$ cat src/rtl/ddrsch_pkg.sv
package ddrsch_pkg;
  typedef enum logic [2:0] {
    ST_READ      = 3'd0,
    ST_RTW       = 3'd1,
    ST_WRITE     = 3'd2,
    ST_WTR       = 3'd3,
    ST_REF_WAIT  = 3'd4,
    ST_REF_PRE   = 3'd5,
    ST_REF_ISSUE = 3'd6
  } sched_st_e;
endpackage

$ cat src/rtl/spacing_gate.sv
module spacing_gate #(
  parameter int GAP = 3
) (
  input  logic clk_i,
  input  logic rst_ni,
  input  logic fire_i,
  output logic ok_o
);
  generate
    if (GAP <= 1) begin : g_open
      assign ok_o = 1'b1;
    end else begin : g_cnt
      localparam int CW = $clog2(GAP);
      logic [CW-1:0] cnt_q;

      always_ff @(posedge clk_i or negedge rst_ni) begin
        if (!rst_ni)          cnt_q <= '0;
        else if (fire_i)      cnt_q <= CW'(GAP - 1);
        else if (cnt_q != '0) cnt_q <= cnt_q - 1'b1;
      end

      assign ok_o = (cnt_q == '0);


      gap_block_chk: assert property (@(posedge clk_i) disable iff (!rst_ni)
        fire_i |=> !ok_o);
    end
  endgenerate
endmodule

$ cat src/rtl/starve_timer.sv
module starve_timer #(
  parameter int W = 6
) (
  input  logic         clk_i,
  input  logic         rst_ni,
  input  logic         load_i,
  input  logic [W-1:0] load_val_i,
  input  logic         dec_i,
  output logic         expired_o
);
  logic [W-1:0] cnt_q;

  // reset value zero: timer starts expired
  always_ff @(posedge clk_i or negedge rst_ni) begin
    if (!rst_ni)                    cnt_q <= '0;
    else if (load_i)                cnt_q <= load_val_i;
    else if (dec_i && cnt_q != '0)  cnt_q <= cnt_q - 1'b1;
  end

  assign expired_o = (cnt_q == '0);


  expired_sticky_chk: assert property (@(posedge clk_i) disable iff (!rst_ni)
    (expired_o && !load_i) |=> expired_o);
endmodule

$ cat src/rtl/ddr_turnaround_sched.sv
module ddr_turnaround_sched
  import ddrsch_pkg::*;
#(
  parameter int NBANKS  = 8,
  parameter int RD_LAT  = 5,
  parameter int CWL     = 3,
  parameter int NPHASES = 2,
  parameter int T_WTR   = 2,
  parameter int T_CCD   = 1,
  parameter int T_RRD   = 0,
  parameter int RD_TIME = 32,
  parameter int WR_TIME = 16
) (
  input  logic              clk_i,
  input  logic              rst_ni,
  input  logic              rd_avail_i,
  input  logic              wr_avail_i,
  input  logic              refresh_req_i,
  input  logic [NBANKS-1:0] ref_gnt_i,
  input  logic              cas_fire_i,
  input  logic              act_fire_i,
  output logic [2:0]        sched_state_o,
  output logic              cas_rd_en_o,
  output logic              cas_wr_en_o,
  output logic              act_en_o,
  output logic [NBANKS-1:0] bank_ref_req_o,
  output logic              ref_issue_o
);
  localparam int RTW_CYC  = RD_LAT;
  localparam int WTR_CYC  = T_WTR + (CWL + NPHASES - 1) / NPHASES + T_CCD;
  localparam int TURN_MAX = (RTW_CYC > WTR_CYC) ? RTW_CYC : WTR_CYC;
  localparam int TURN_W   = $clog2(TURN_MAX + 1);
  localparam int TIME_MAX = (RD_TIME > WR_TIME) ? RD_TIME : WR_TIME;
  localparam int TIME_W   = $clog2(TIME_MAX + 1);

  sched_st_e           state_q, state_d;
  logic [TURN_W-1:0]   turn_q, turn_val;
  logic                turn_load;
  logic [TIME_W-1:0]   tmr_val;
  logic                tmr_load, tmr_dec, tmr_exp;
  logic                ccd_ok, rrd_ok, ref_active;

  always_comb begin
    state_d   = state_q;
    turn_load = 1'b0;
    turn_val  = '0;
    tmr_load  = 1'b0;
    tmr_val   = '0;
    tmr_dec   = 1'b0;
    unique case (state_q)
      ST_READ: begin
        tmr_dec = wr_avail_i && !tmr_exp;
        if (refresh_req_i) begin
          state_d = ST_REF_WAIT;
        end else if (wr_avail_i && (!rd_avail_i || tmr_exp)) begin
          state_d   = ST_RTW;
          turn_load = 1'b1;
          turn_val  = TURN_W'(RTW_CYC - 2);
        end
      end
      ST_RTW: begin
        if (turn_q == '0) begin
          state_d  = ST_WRITE;
          tmr_load = 1'b1;
          tmr_val  = TIME_W'(WR_TIME - 1);
        end
      end
      ST_WRITE: begin
        tmr_dec = rd_avail_i && !tmr_exp;
        if (refresh_req_i || (rd_avail_i && (!wr_avail_i || tmr_exp))) begin
          state_d   = ST_WTR;
          turn_load = 1'b1;
          turn_val  = TURN_W'(WTR_CYC - 2);
        end
      end
      ST_WTR: begin
        if (turn_q == '0) begin
          state_d  = ST_READ;
          tmr_load = 1'b1;
          tmr_val  = TIME_W'(RD_TIME - 1);
        end
      end
      ST_REF_WAIT:  if (&ref_gnt_i) state_d = ST_REF_PRE;
      ST_REF_PRE:   state_d = ST_REF_ISSUE;
      ST_REF_ISSUE: begin
        state_d  = ST_READ;
        tmr_load = 1'b1;
        tmr_val  = TIME_W'(RD_TIME - 1);
      end
      default:      state_d = ST_READ;
    endcase
  end

  always_ff @(posedge clk_i or negedge rst_ni) begin
    if (!rst_ni) begin
      state_q <= ST_READ;
      turn_q  <= '0;
    end else begin
      state_q <= state_d;
      if (turn_load)          turn_q <= turn_val;
      else if (turn_q != '0)  turn_q <= turn_q - 1'b1;
    end
  end

  starve_timer #(.W(TIME_W)) u_starve (
    .clk_i      (clk_i),
    .rst_ni     (rst_ni),
    .load_i     (tmr_load),
    .load_val_i (tmr_val),
    .dec_i      (tmr_dec),
    .expired_o  (tmr_exp)
  );

  spacing_gate #(.GAP(T_CCD)) u_ccd (
    .clk_i  (clk_i),
    .rst_ni (rst_ni),
    .fire_i (cas_fire_i),
    .ok_o   (ccd_ok)
  );

  spacing_gate #(.GAP(T_RRD)) u_rrd (
    .clk_i  (clk_i),
    .rst_ni (rst_ni),
    .fire_i (act_fire_i),
    .ok_o   (rrd_ok)
  );

  assign ref_active     = (state_q == ST_REF_WAIT) || (state_q == ST_REF_PRE) ||
                          (state_q == ST_REF_ISSUE);
  assign sched_state_o  = state_q;
  assign cas_rd_en_o    = (state_q == ST_READ) && ccd_ok;
  assign cas_wr_en_o    = (state_q == ST_WRITE) && ccd_ok;
  assign act_en_o       = ((state_q == ST_READ) || (state_q == ST_WRITE)) && rrd_ok;
  assign bank_ref_req_o = {NBANKS{ref_active}};
  assign ref_issue_o    = (state_q == ST_REF_ISSUE);


  ref_hold_chk: assert property (@(posedge clk_i) disable iff (!rst_ni)
    (state_q == ST_REF_WAIT && !(&ref_gnt_i)) |=> (state_q == ST_REF_WAIT && !ref_issue_o));


  ref_issue_lat_chk: assert property (@(posedge clk_i) disable iff (!rst_ni)
    ref_issue_o |-> $past(&ref_gnt_i, 2));


  ref_drop_chk: assert property (@(posedge clk_i) disable iff (!rst_ni)
    $fell(bank_ref_req_o[0]) |-> $past(ref_issue_o));


  ref_prio_chk: assert property (@(posedge clk_i) disable iff (!rst_ni)
    (state_q == ST_READ && refresh_req_i) |=> (state_q == ST_REF_WAIT));


  rtw_path_chk: assert property (@(posedge clk_i) disable iff (!rst_ni)
    (state_q == ST_RTW) |=> (state_q == ST_RTW || state_q == ST_WRITE));
endmodule

$ cat config.mk
export PLATFORM = sky130hd
export DESIGN_NAME = ddr_turnaround_sched
export DESIGN_NICKNAME = d
export VERILOG_FILES = /design/src/rtl/ddrsch_pkg.sv /design/src/rtl/spacing_gate.sv /design/src/rtl/starve_timer.sv /design/src/rtl/ddr_turnaround_sched.sv
export SDC_FILE = /design/constraint.sdc
export NUM_CORES = 1
export LEC_CHECK = 0
export ABC_AREA = 1
export BUFFER_PORTS_ARGS = -buffer_cell sky130_fd_sc_hd__buf_2
export CAP_MARGIN = 20
export CORE_MARGIN = 5
export CORE_UTILIZATION = 48
export DETAILED_ROUTE_END_ITERATION = 6
export PLACE_DENSITY = 0.77
export SLEW_MARGIN = 20
export SYNTH_ARGS = -nofsm -noshare
export SYNTH_HDL_FRONTEND = slang
export SYNTH_SLANG_ARGS = --single-unit
$ cat constraint.sdc
create_clock -name clk_i -period 1.8 [get_ports clk_i]
set_input_delay 0.36 -clock clk_i [delete_from_list [all_inputs] [get_ports clk_i]]
set_output_delay 0.36 -clock clk_i [all_outputs]
set_load 0.02 [all_outputs]
Yosys cells after proc, flatten, opt, wreduce, memory -nomap -nowiden
Cells that the tools add are included.

word-level totals
  bits in read-only memories = 0
  word-level logic and storage cells = 65
  bits in latches = 0
  register bits after elaboration = 12
  memory bits (writable) = 0
  memories = 0
  output and inout port bits = 15

operators by class
  multiply operators = 0
  multiplexer cells = 25
  div/mod/pow operators = 0
  equality and inequality tests = 11
  shift operators = 0
  reduce and logical (&&, ||, !) cells = 24
  add/sub/neg operators = 2
  order comparisons = 0
  bitwise operators = 0

operators by type and width
  kind                   count
  $mux W3                8
  $pmux W3 S6            1
  $pmux W5 S3            1
  $mux W6                2
  $eq A3 B3 Y1 const B   3
  $reduce_and A8 Y1      1
  $eq A3 B2 Y1 const B   2
  $logic_not A3 Y1       2
  $logic_not A6 Y1       1
  $logic_or A1 B1 Y1     6
  $mux W2                3
  $ne A2 B2 Y1 const B   3
  $pmux W1 S2            3
  $reduce_bool A6 Y1     1
  $sub A6 B1 Y6 const B  1
  $logic_and A1 B1 Y1    5
  $mux W5                1
  $reduce_and A5 Y1      1
  $mux W1                4
  $mux W4                1
  $pmux W2 S2            1
  $reduce_bool A2 Y1     2
  $eq A3 B1 Y1 const B   1
  $logic_not A1 Y1       3
  5 further kinds        5

Depth between registers and ports, before layout
Gate-level depths: netlist of run 1.

  depth in word-level cells = 7
  depth in mapped cells = 10
  mapped depth without buffers = 10

Hierarchy
From an unflattened synthesis of run 1, not the netlist that was laid out.

second synthesis, totals
  cells, all modules = 147
  area, all modules = 999.7 um^2

by module, submodules not included
  module                cells each  instances  area an instance (um^2)  seq. area each (um^2)
  ddr_turnaround_sched  88          1          551.8                    150.1
  starve_timer          55          1          425.4                    150.1
  spacing_gate          2           2          11.3                     0.0

Worst setup path after synthesis of run 1
OpenSTA, ideal clock, no wires.

  kind = flip-flop to flip-flop
  from = register state_q[2], in the netlist sched_state_o[2]
  to = register u_starve.cnt_q[2]
  library setup time = 128 ps
  path slack = 321 ps
  period minus slack after synthesis = 1479 ps
  arrival = 1351 ps
  cell stages (with the launch flop) = 9
  cell sequence = dfrtp_1 > nor2_4 > nand2_4 > nand2_1 > o21ai_2 > nor2_4 > inv_2 > o21ai_1 > nand3_1

between the ends
  longest elaborated chain between the ends = 4
  elaborated cells on any way between the ends = 12
  classes of those cells = 4 x eq/ne; 4 x mux; 4 x reduce/logical

RTL lines
  item                                                              line                                            RTL
  start, declared                                                   ddr_turnaround_sched.sv:36                      sched_st_e state_q, state_d;
  start signal, assigned                                            ddr_turnaround_sched.sv:99                      state_q <= state_d;
  $eq A3 B2 Y1 (tied with other cells)                              ddr_turnaround_sched.sv:50                      unique case (state_q)
  $reduce_or A2 Y1 (no source line) or $pmux W1 S2 (tied branches)  n/a
  $pmux W1 S2 or $logic_and A1 B1 Y1 (tied branches)                ddr_turnaround_sched.sv:50, starve_timer.sv:17
  $mux W6 or $reduce_bool A2 Y1 (tied branches)                     n/a
  end signal, assigned                                              starve_timer.sv:16                              else if (load_i) cnt_q <= load_val_i;
  end signal, assigned                                              starve_timer.sv:17                              else if (dec_i && cnt_q != '0) cnt_q <= cnt_q - 1'b1;
  end, declared                                                     starve_timer.sv:11                              logic [W-1:0] cnt_q;

Several ways; a longest one is shown, not always the timed one.
A chain may end at the register's enable or synchronous reset.

Worst setup path after layout of run 1
  from = register state_q[1], in the netlist sched_state_o[1]
  to = output bank_ref_req_o[0]

between the ends
  longest elaborated chain between the ends = 3
  elaborated cells on any way between the ends = 5
  classes of those cells = 3 x eq/ne; 2 x reduce/logical

RTL lines
  item                    line                         RTL
  $eq A3 B3 Y1            ddr_turnaround_sched.sv:128  assign ref_active = (state_q == ST_REF_WAIT) || (state_q == ST_REF_PRE) ||
  $logic_or A1 B1 Y1      ddr_turnaround_sched.sv:128
  $logic_or A1 B1 Y1 (*)  ddr_turnaround_sched.sv:128
  end, declared           ddr_turnaround_sched.sv:26   output logic [NBANKS-1:0] bank_ref_req_o,

Mark *: on every way between the ends. The rest lies on a longest branch, timed or not.

==> results of run 1 <==
## final cells by class
cell class                      instances  area [µm²]
Tap cell                               25        31.3
Inverter                               20        75.1
Sequential cell                        12         300
Timing Repair Buffer                   29         153
Multi-Input combinational cell         83         434
Clock buffer                            3        22.5
Fill cell                             180         711
## logic make-up after synthesis
family          count (synthesis)  share of synthesized area
xor+xnor                        4                     0.0404
compound gates                 16                     0.0967
fa+ha+maj                       3                     0.0433
simple gates                   60                      0.317
flops                          12                      0.346
buf+inv                        28                      0.156
## cell usage in the layout (no fill, tap or decap), drive strengths merged, types with 2 or more instances in the layout
cell type | netlist | final
clkbuf | 0 | 3
dfrtp | 12 | 12
nand3 | 12 | 12
ha | 3 | 3
nor2 | 12 | 12
inv | 20 | 20
nand2 | 31 | 31
a21oi | 4 | 4
buf | 8 | 28
o21ai | 12 | 12
nor3 | 2 | 2
nand4 | 3 | 3
xor2 | 3 | 3
## worst max-delay path, cell delays in order, from the launching register on
cell     delay (ns)
dfrtp_1        0.44
inv_1          0.16
nand2_1        0.11
nand2_2        0.13
buf_2          0.19
## repair_timing
action | CTS | global route
resized for setup | 0 | 1
hold buffers | 1 | 0
buffers inserted | 0 | 0
endpoints found under the setup margin | 0 | 8
endpoints found under the hold margin | 12 | 0
## per-stage QoR
step	util	setup WS, ns
finish	0.588	0.133
global route	0.588	0.0244
CTS	0.587	0.0784
detailed placement	0.568	0.283
global placement	0.568	0.351
floorplan	-	0.321
## worst max path at each step
stage                        end  slack, ns  cells after the start
2_1_floorplan  u_starve.cnt_q[2]       0.32                      8
3_3_place_gp   u_starve.cnt_q[0]       0.35                      9
4_1_cts        bank_ref_req_o[0]       0.08                      4
6_report       bank_ref_req_o[0]       0.13                      4
5_1_grt        bank_ref_req_o[7]       0.02                      4
3_5_place_dp   u_starve.cnt_q[4]       0.28                      9
## sequential cells by signal, indices dropped and copies added, names as in the netlist
register / cells
u_starve.cnt_q: 6
turn_q: 3
sched_state_o: 3
## power by group through the flow
stage               Combinational (mW)  Sequential, mW  Clock (mW)
CTS                               1.23           0.511       0.173
floorplan                         1.01           0.532           0
global placement                  1.18           0.508           0
global route                      1.36           0.530       0.185
detailed placement                1.22           0.516           0
finish                            1.23           0.510       0.165
## routing by layer
metal	wire length, µm	part of all wire	GRT usage
met4	23	0.012	0.0638
met2	923	0.50	0.267
met3	116	0.063	0.0399
met1	783	0.42	0.178
met5	0	0	0
==> reports/qor.csv, run 1 <==
stage,metric,value,unit
route,DR iter-0 viols,10,
final_layout,Area Growth Syn to Fin,17.2,%
timing,worst hold slack,0.416,ns
timing,Setup Viol. Count Final,0,
final_layout,finished layout cell area,0.00102,mm²
grt,GRT Total Usage,0.154,
grt,global-route wire length before repair,3130,µm
timing,Tcrit/Tclk final,0.926,
run,max-cap viol count,0,
final_layout,share of layout cells above drive strength 1,0.259,
hold_path,worst min-delay path class,primary input to flop,
timing,Layout Skew,0.00958,ns
clock_tree,clock transition at the registers of the reported paths,0.08,ns
worst_setup_path,worst flop-to-flop path startpoint,turn_q[0],
place,placed wire-length estimate,1560,µm
synth,cell count after synthesis,123,
synth,Mapped Avg Cell Area,7.05,µm²
power,Net Sw Frac,0.537,
place,placed cells,168,
clock_tree,clock buffer count from CTS,3,
grt,pin count of the biggest net entering global routing,13,
floorplanning,I/O Pins,30,
final_layout,"non-filler cells, final",172,
worst_setup_path,R2R setup slack,0.27,ns
worst_setup_path,crit start category,flop,
power,leakage power,0.570,nW
synth,synthesis-stage register bit count,12,
timing,Final Hold Fails,0,
worst_setup_path,Worst Path Arrival,1.31,ns
route,routed wire length,1850,µm
route,drc violations,0,
synth,"count leader, synth",nand2_1,
timing,RSZ-0062 raised after global routing,false,
grt,total grt overflow,0,
worst_setup_path,Critical Path End Type,output port,
power,Comb power frac,0.645,
clock_tree,CTS Sinks,12,
route,total number of vias,802,
power,Max rail drop VDD,0.918,mV
final_layout,Antenna Cells,0,
synth,Post-synth ARST share,1.00,
clock_tree,clock root buffer,clkbuf_4,
synth,largest cells by area after synthesis,"dfrtp_1 35%, nand2_1 13%, inv_1 8.2%",
final_layout,net count reported at finish,167,
power,total power,1.90,mW
worst_setup_path,CP Launch Point,sched_state_o[1],
clock_tree,clock latency on the worst-skew pair,0.27,ns
synth,number of synthesized flops with an enable pin,0,
route,wire length per cell,10.7,µm
route,DR pass1 iterations,4,
place,GP Congestion,0.835,
worst_setup_path,worst reg-to-reg path cell count,9,
floorplanning,area of the core,0.00173,mm²
worst_setup_path,reg2reg end,u_starve.cnt_q[0],
power,Pwr Density,1870,mW/mm²
power,register share of total power,0.268,
synth,syn_nets,141,
hold_path,Hold EP,sched_state_o[2],
synth,ys flop type,dfrtp_1,
route,Final ANT Viol Nets,0,
worst_setup_path,critical path required time,1.44,ns
status,outcome,"complete, no violations",
timing,crit path time final,1.67,ns
grt,vias in the first global route,771,
power,internal power,0.881,mW
place,Port Buf Inserts,27,
synth,Post-Syn Area,867,µm²
clock_tree,Max Root-Sink Buffers,2,
power,Switch Pwr,1.02,mW
timing,Final Slew Violations,0,
grt,initial antenna violation count,0,
worst_setup_path,CP max FO,8,
floorplanning,die span in y,52.5,µm
place,placed cell areas,981,µm²
floorplanning,Starting Density,0.502,
route,vias per cell,4.66,
hold_path,hold depth,3,
hold_path,HP Start,refresh_req_i,
worst_setup_path,Setup CP Type,flop to output port,
clock_tree,H-Tree Depth,1,
synth,post-synth top area cell,dfrtp_1,
floorplanning,die area,0.00276,mm²
timing,Fmax achieved,0.600,GHz
floorplanning,row cnt,15,
timing,worst-margin pin slew,0.274,ns
synth,Ys Warns,0,
synth,count of different cell masters after synthesis,19,
timing,total negative slack,0,ns
clock_tree,CTS tree,built,
timing,Slew HR,0.818,
synth,Post-synth top cells,"29 x nand2_1, 19 x inv_1, 12 x dfrtp_1, 12 x nand3_1, 10 x nor2_1",
synth,sequential share of the synthesized area,0.346,
power,Clock Power Share,0.087,
synth,share of the synthesized area in the top cell type,0.346,
floorplanning,die width,52.5,µm
(Power assumes the default switching activity.)
==> run 2: changes to the inputs <==
- CORE_MARGIN: 5 -> 4
- GPL_ROUTABILITY_DRIVEN: unset -> 0
- clock period: 1.8 -> 1.55 ns (I/O delays scaled with it)
==> reports/qor.csv, run 2 (same netlist as run 1, synthesis figures left out) <==
stage,metric,value,unit,change
final_layout,most frequent cells in the layout,"26 x nand2_1, 18 x buf_4, 15 x buf_2",,"was 28 x nand2_1, 27 x buf_2, 19 x inv_1"
route,total number of vias,881,,was 802
power,Max rail drop VDD,1.02,mV,was 0.918 mV
clock_tree,Max Root-Sink Buffers,2,,unchanged
final_layout,Antenna Cells,0,,unchanged
power,Pwr Density,2290,mW/mm²,was 1870 mW/mm²
place,placed cells,169,,was 168
final_layout,fillcell total,155,,was 180
final_layout,FF/Latch Area,304,µm²,was 300 µm²
status,outcome,"complete, no violations",,unchanged
grt,total grt overflow,0,,unchanged
clock_tree,H-Tree Depth,1,,unchanged
floorplanning,row cnt,15,,unchanged
route,DR pass1 iterations,4,,unchanged
power,total power,2.64,mW,was 1.90 mW
final_layout,Largest register FFs,6,,unchanged
clock_tree,clock transition at the registers of the reported paths,0.08,ns,about the same
hold_path,hold depth,3,,unchanged
clock_tree,clock latency on the worst-skew pair,0.28,ns,was 0.27 ns
power,Clock Power Share,0.098,,was 0.087
worst_setup_path,Setup CP Type,flop to output port,,unchanged
floorplanning,die span in y,50.5,µm,was 52.5 µm
place,placed wire-length estimate,1490,µm,was 1560 µm
timing,Layout Skew,0.00395,ns,was 0.00958 ns
timing,crit path time final,1.54,ns,
clock_tree,clock root buffer,clkbuf_4,,unchanged
clock_tree,CTS Sinks,12,,unchanged
route,DR iter-0 viols,7,,was 10
grt,GRT Total Usage,0.160,,was 0.154
worst_setup_path,crit start category,flop,,unchanged
timing,worst-margin pin slew,0.277,ns,was 0.274 ns
worst_setup_path,Worst Path Arrival,1.23,ns,was 1.31 ns
power,Net Sw Frac,0.493,,was 0.537
hold_path,worst min-delay path class,primary input to flop,,unchanged
floorplanning,I/O Pins,30,,unchanged
timing,Setup Viol. Count Final,0,,unchanged
final_layout,share of layout cells above drive strength 1,0.387,,was 0.259
power,internal power,1.34,mW,was 0.881 mW
power,register share of total power,0.227,,was 0.268
route,routed wire length,2090,µm,was 1850 µm
clock_tree,clock buffer count from CTS,3,,unchanged
power,Switch Pwr,1.30,mW,was 1.02 mW
final_layout,"commonest non-fill, non-tap cell in the layout",nand2_1,,unchanged
worst_setup_path,CP max FO,4,,was 8
grt,vias in the first global route,774,,was 771
final_layout,Top reg by flops,u_starve.cnt_q,,unchanged
grt,initial antenna violation count,0,,unchanged
floorplanning,Starting Density,0.502,,unchanged
timing,Final Hold Fails,0,,unchanged
route,vias per cell,4.89,,was 4.66
route,drc violations,0,,unchanged
power,leakage power,0.618,nW,was 0.570 nW
run,max-cap viol count,0,,unchanged
final_layout,net count reported at finish,174,,was 167
floorplanning,area of the core,0.00173,mm²,unchanged
timing,Final Slew Violations,0,,unchanged
worst_setup_path,worst reg-to-reg path cell count,8,,was 9
final_layout,"non-filler cells, final",180,,was 172
final_layout,footprint of the multi-input gates,459,µm²,was 434 µm²
power,Comb power frac,0.676,,was 0.645
route,Final ANT Viol Nets,0,,unchanged
timing,Tcrit/Tclk final,0.992,,
timing,Fmax achieved,0.651,GHz,
grt,pin count of the biggest net entering global routing,13,,unchanged
grt,global-route wire length before repair,3110,µm,was 3130 µm
floorplanning,die width,50.5,µm,was 52.5 µm
final_layout,Area Growth Syn to Fin,33.0,%,was 17.2%
clock_tree,CTS tree,built,,unchanged
floorplanning,die area,0.00255,mm²,was 0.00276 mm²
place,Port Buf Inserts,27,,unchanged
route,wire length per cell,11.6,µm,was 10.7 µm
worst_setup_path,critical path required time,1.24,ns,was 1.44 ns
worst_setup_path,Critical Path End Type,output port,,unchanged
timing,RSZ-0062 raised after global routing,true,,was false
timing,Slew HR,0.815,,was 0.818
-- run 2: changes by cell type in the layout (fill, tap and decap cells not counted), sizes merged --
cell / before / now
buf: 28 / 35
clkbuf: 3 / 4
-- run 2: metal layers --
layer / part of all wire / wire length, µm / global-route usage / vias up
met5: 0 / 0 / 0 / -
met4: 0.013 / 27 / 0.0493 / 0
met3: 0.050 / 104 / 0.0564 / 5
met2: 0.53 / 1110 / 0.285 / 26
met1: 0.41 / 849 / 0.176 / 403
li1: - / - / - / 447
-- run 2: worst paths after layout --
| path | from | end | slack, ns |
|---|---|---|---|
| max | sched_state_o[0] | ref_issue_o | 0.01 |
| min | refresh_req_i | sched_state_o[2] | 0.37 |
| max reg2reg | sched_state_o[2] | u_starve.cnt_q[2] | 0.09 |
| min reg2reg | turn_q[0] | turn_q[0] | 0.55 |
| max in group asynchronous | rst_ni | sched_state_o[0] | 0.88 |
| min in group asynchronous | rst_ni | u_starve.cnt_q[4] | 0.43 |
-- run 2: cell type report --
type                            instances  share of cell area
Inverter                               20              0.0694
Tap cell                               25              0.0271
Timing Repair Buffer                   36               0.210
Multi-Input combinational cell         83               0.398
Sequential cell                        12               0.264
Clock buffer                            4              0.0315
-- run 2: what timing repair did --
item                                    CTS  global route
endpoints found under the setup margin   11            19
buffers inserted                          2             4
hold buffers                              1             0
endpoints found under the hold margin    12             0
gates resized for setup                   7            26
pin swaps                                 1             5
-- run 2: per-stage QoR --
stage / hold slack (ns) / cell area (µm²) / setup TNS [ns] / worst slack, ns / utilization
floorplan: 0.0144 / 867 / 0 / 0.0707 / -
global placement: 0.200 / 988 / 0 / 0.107 / 0.572
detailed placement: 0.204 / 988 / 0 / 0.0794 / 0.572
CTS: 0.355 / 1060 / -0.148 / -0.0252 / 0.615
global route: 0.370 / 1150 / -0.539 / -0.0553 / 0.668
finish: 0.368 / 1150 / 0 / 0.0128 / 0.668
-- run 2: worst max-delay path: stages, from the launching register on --
cell	delay [ns]
dfrtp_2	0.45
inv_2	0.10
nand2_2	0.10
nor2_2	0.14
buf_4	0.16
-- run 2: power groups by stage --
stage	logic (mW)	clock network, mW	registers (mW)
5_1_grt	1.96	0.275	0.621
2_1_floorplan	1.17	0	0.617
3_5_place_dp	1.42	0	0.599
4_1_cts	1.50	0.262	0.601
6_report	1.79	0.258	0.600
3_3_place_gp	1.39	0	0.590
==> run 3: changes to the inputs <==
- CORE_UTILIZATION: 48 -> 50
- PLACE_DENSITY: 0.77 -> 0.8
- clock period: 1.55 -> 1.8 ns (I/O delays scaled with it)
==> reports/qor.csv, run 3 (same netlist as run 1, synthesis figures left out) <==
stage,metric,value,unit,change
route,Final ANT Viol Nets,0,,unchanged
timing,Final Hold Fails,0,,unchanged
worst_setup_path,Worst path slowest cell,dfrtp_1,,was dfrtp_2
worst_setup_path,CP peak stage delay,0.47,ns,was 0.45 ns
power,Max rail drop VDD,1.23,mV,was 1.02 mV
power,Net Sw Frac,0.523,,was 0.493
worst_setup_path,CP max FO,7,,was 4
floorplanning,die width,49.6,µm,was 50.5 µm
floorplanning,row cnt,14,,was 15
clock_tree,clock buffer count from CTS,3,,unchanged
hold_path,hold depth,3,,unchanged
clock_tree,clock transition at the registers of the reported paths,0.07,ns,was 0.08 ns
route,total number of vias,831,,was 881
power,internal power,0.925,mW,was 1.34 mW
timing,crit path time final,1.65,ns,
grt,GRT Max-Usage Layer,met2,,unchanged
grt,vias in the first global route,805,,was 774
timing,RSZ-0062 raised after global routing,false,,was true
place,placed wire-length estimate,1480,µm,was 1490 µm
timing,Slew HR,0.830,,was 0.815
route,DR iter-0 viols,24,,was 7
power,leakage power,0.577,nW,was 0.618 nW
timing,Fmax achieved,0.606,GHz,
timing,worst setup margin,0.149,ns,was 0.0128 ns
power,register share of total power,0.262,,was 0.227
power,Clock Power Share,0.109,,was 0.098
floorplanning,Starting Density,0.550,,was 0.502
status,outcome,"complete, no violations",,unchanged
worst_setup_path,worst flop-to-flop path startpoint,turn_q[0],,was sched_state_o[2]
route,wire length per cell,10.9,µm,was 11.6 µm
timing,Final Slew Violations,0,,unchanged
worst_setup_path,worst reg-to-reg path cell count,10,,was 8
route,routed wire length,1790,µm,was 2090 µm
power,Comb power frac,0.630,,was 0.676
worst_setup_path,crit start category,flop,,unchanged
final_layout,"commonest non-fill, non-tap cell in the layout",nand2_1,,unchanged
worst_setup_path,Setup CP Type,flop to output port,,unchanged
grt,global-route track usage on met3,0.0512,,was 0.0564
grt,met2 Usage GRT,0.256,,was 0.285
final_layout,Antenna Cells,0,,unchanged
timing,worst-margin pin slew,0.253,ns,was 0.277 ns
floorplanning,I/O Pins,30,,unchanged
worst_setup_path,R2R setup slack,0.22,ns,was 0.09 ns
worst_setup_path,Worst Path Arrival,1.29,ns,was 1.23 ns
grt,GRT Total Usage,0.170,,was 0.160
power,Pwr Density,1900,mW/mm²,was 2290 mW/mm²
worst_setup_path,critical path required time,1.44,ns,was 1.24 ns
grt,initial antenna violation count,0,,unchanged
floorplanning,die span in y,49.6,µm,was 50.5 µm
timing,Layout Skew,0.00231,ns,was 0.00395 ns
grt,GR Util met1,0.230,,was 0.176
timing,total negative slack,0,ns,unchanged
route,drc violations,0,,unchanged
final_layout,most frequent cells in the layout,"28 x nand2_1, 27 x buf_2, 19 x inv_1",,"was 26 x nand2_1, 18 x buf_4, 15 x buf_2"
clock_tree,clock latency on the worst-skew pair,0.27,ns,was 0.28 ns
hold_path,Hold EP,sched_state_o[2],,unchanged
place,Port Buf Inserts,27,,unchanged
clock_tree,Max Root-Sink Buffers,2,,unchanged
final_layout,net count reported at finish,167,,was 174
grt,total grt overflow,0,,unchanged
timing,Tcrit/Tclk final,0.917,,
timing,Setup Viol. Count Final,0,,unchanged
route,vias per cell,5.07,,was 4.89
final_layout,Top reg by flops,u_starve.cnt_q,,unchanged
grt,pin count of the biggest net entering global routing,13,,unchanged
floorplanning,die area,0.00246,mm²,was 0.00255 mm²
hold_path,worst min-delay path class,primary input to flop,,unchanged
clock_tree,CTS Sinks,12,,unchanged
hold_path,HP Start,refresh_req_i,,unchanged
grt,global-route wire length before repair,3310,µm,was 3110 µm
worst_setup_path,reg2reg end,u_starve.cnt_q[4],,was u_starve.cnt_q[2]
clock_tree,clock root buffer,clkbuf_4,,unchanged
place,pre-CTS WS,0.271,ns,was 0.0794 ns
run,max-cap viol count,0,,unchanged
clock_tree,CTS tree,built,,unchanged
route,DR pass1 iterations,4,,unchanged
final_layout,fillcell total,153,,was 155
final_layout,Largest register FFs,6,,unchanged
final_layout,share of layout cells above drive strength 1,0.264,,was 0.387
clock_tree,H-Tree Depth,1,,unchanged
worst_setup_path,CP cell instances,"nor2_4, nand2_4, inv_1, buf_2",,"was inv_2, nand2_2, nor2_2, buf_4"
power,Switch Pwr,1.01,mW,was 1.30 mW
floorplanning,area of the core,0.00158,mm²,was 0.00173 mm²
final_layout,Area Growth Syn to Fin,17.5,%,was 33.0%
worst_setup_path,Critical Path End Type,output port,,unchanged
## run 3: changes by cell type in the layout (fill, tap and decap cells not counted), sizes merged
cell | previous run | this run
buf | 35 | 28
## run 3: repair_timing
item / CTS / global route
buffers inserted: 0 / 0
hold buffers: 1 / 0
setup endpoints to repair: 0 / 8
gates resized for setup: 0 / 1
endpoints found under the hold margin: 12 / 0
## run 3: metal layers
| metal | vias up | part of all wire |
|---|---|---|
| met4 | 0 | 0.012 |
| met5 | - | 0 |
| met2 | 23 | 0.47 |
| met3 | 4 | 0.068 |
| li1 | 431 | - |
| met1 | 373 | 0.44 |
## run 3: worst max-delay path: cells and delay by family (launching register included)
family,cells,cell delay (ns)
flops,1,0.47
buf+inv,2,0.26
simple gates,2,0.28
## run 3: layout make-up
cell class,instances,area (µm²),share of cell area
clock buffers,4,36.3,0.0356
inverters,20,75.1,0.0737
multi-input cells,83,434,0.426
flip-flops and latches,12,300,0.295
well taps,16,20.0,0.0197
repair buffers,29,153,0.150
## run 3: through the flow
stage	total power [mW]	cell area (µm²)	std cells	util	hold slack [ns]
6_report	1.94	1020	164	0.646	0.417
5_1_grt	2.14	1020	164	0.646	0.461
4_1_cts	1.95	1020	164	0.644	0.412
3_5_place_dp	1.73	970	159	0.615	0.247
3_3_place_gp	1.69	970	159	0.615	0.250
2_1_floorplan	1.54	867	123	-	0.0644
## run 3: power groups by stage
stage	clock network, mW	registers, mW	logic (mW)
6_report	0.211	0.508	1.22
5_1_grt	0.235	0.525	1.38
4_1_cts	0.215	0.507	1.22
3_5_place_dp	0	0.513	1.21
3_3_place_gp	0	0.505	1.19
2_1_floorplan	0	0.532	1.01
## run 3: worst max-delay path by stage
| stage | start | endpoint | slack (ns) | cells past startpoint |
|---|---|---|---|---|
| after detailed placement | turn_q[0] | u_starve.cnt_q[4] | 0.27 | 10 |
| final | sched_state_o[2] | cas_wr_en_o | 0.15 | 4 |
| after CTS | sched_state_o[0] | bank_ref_req_o[5] | 0.10 | 4 |
| after global routing | sched_state_o[0] | ref_issue_o | 0.02 | 4 |
| after global placement | u_starve.cnt_q[0] | sched_state_o[0] | 0.32 | 8 |
| after floorplan | sched_state_o[2] | u_starve.cnt_q[2] | 0.32 | 8 |
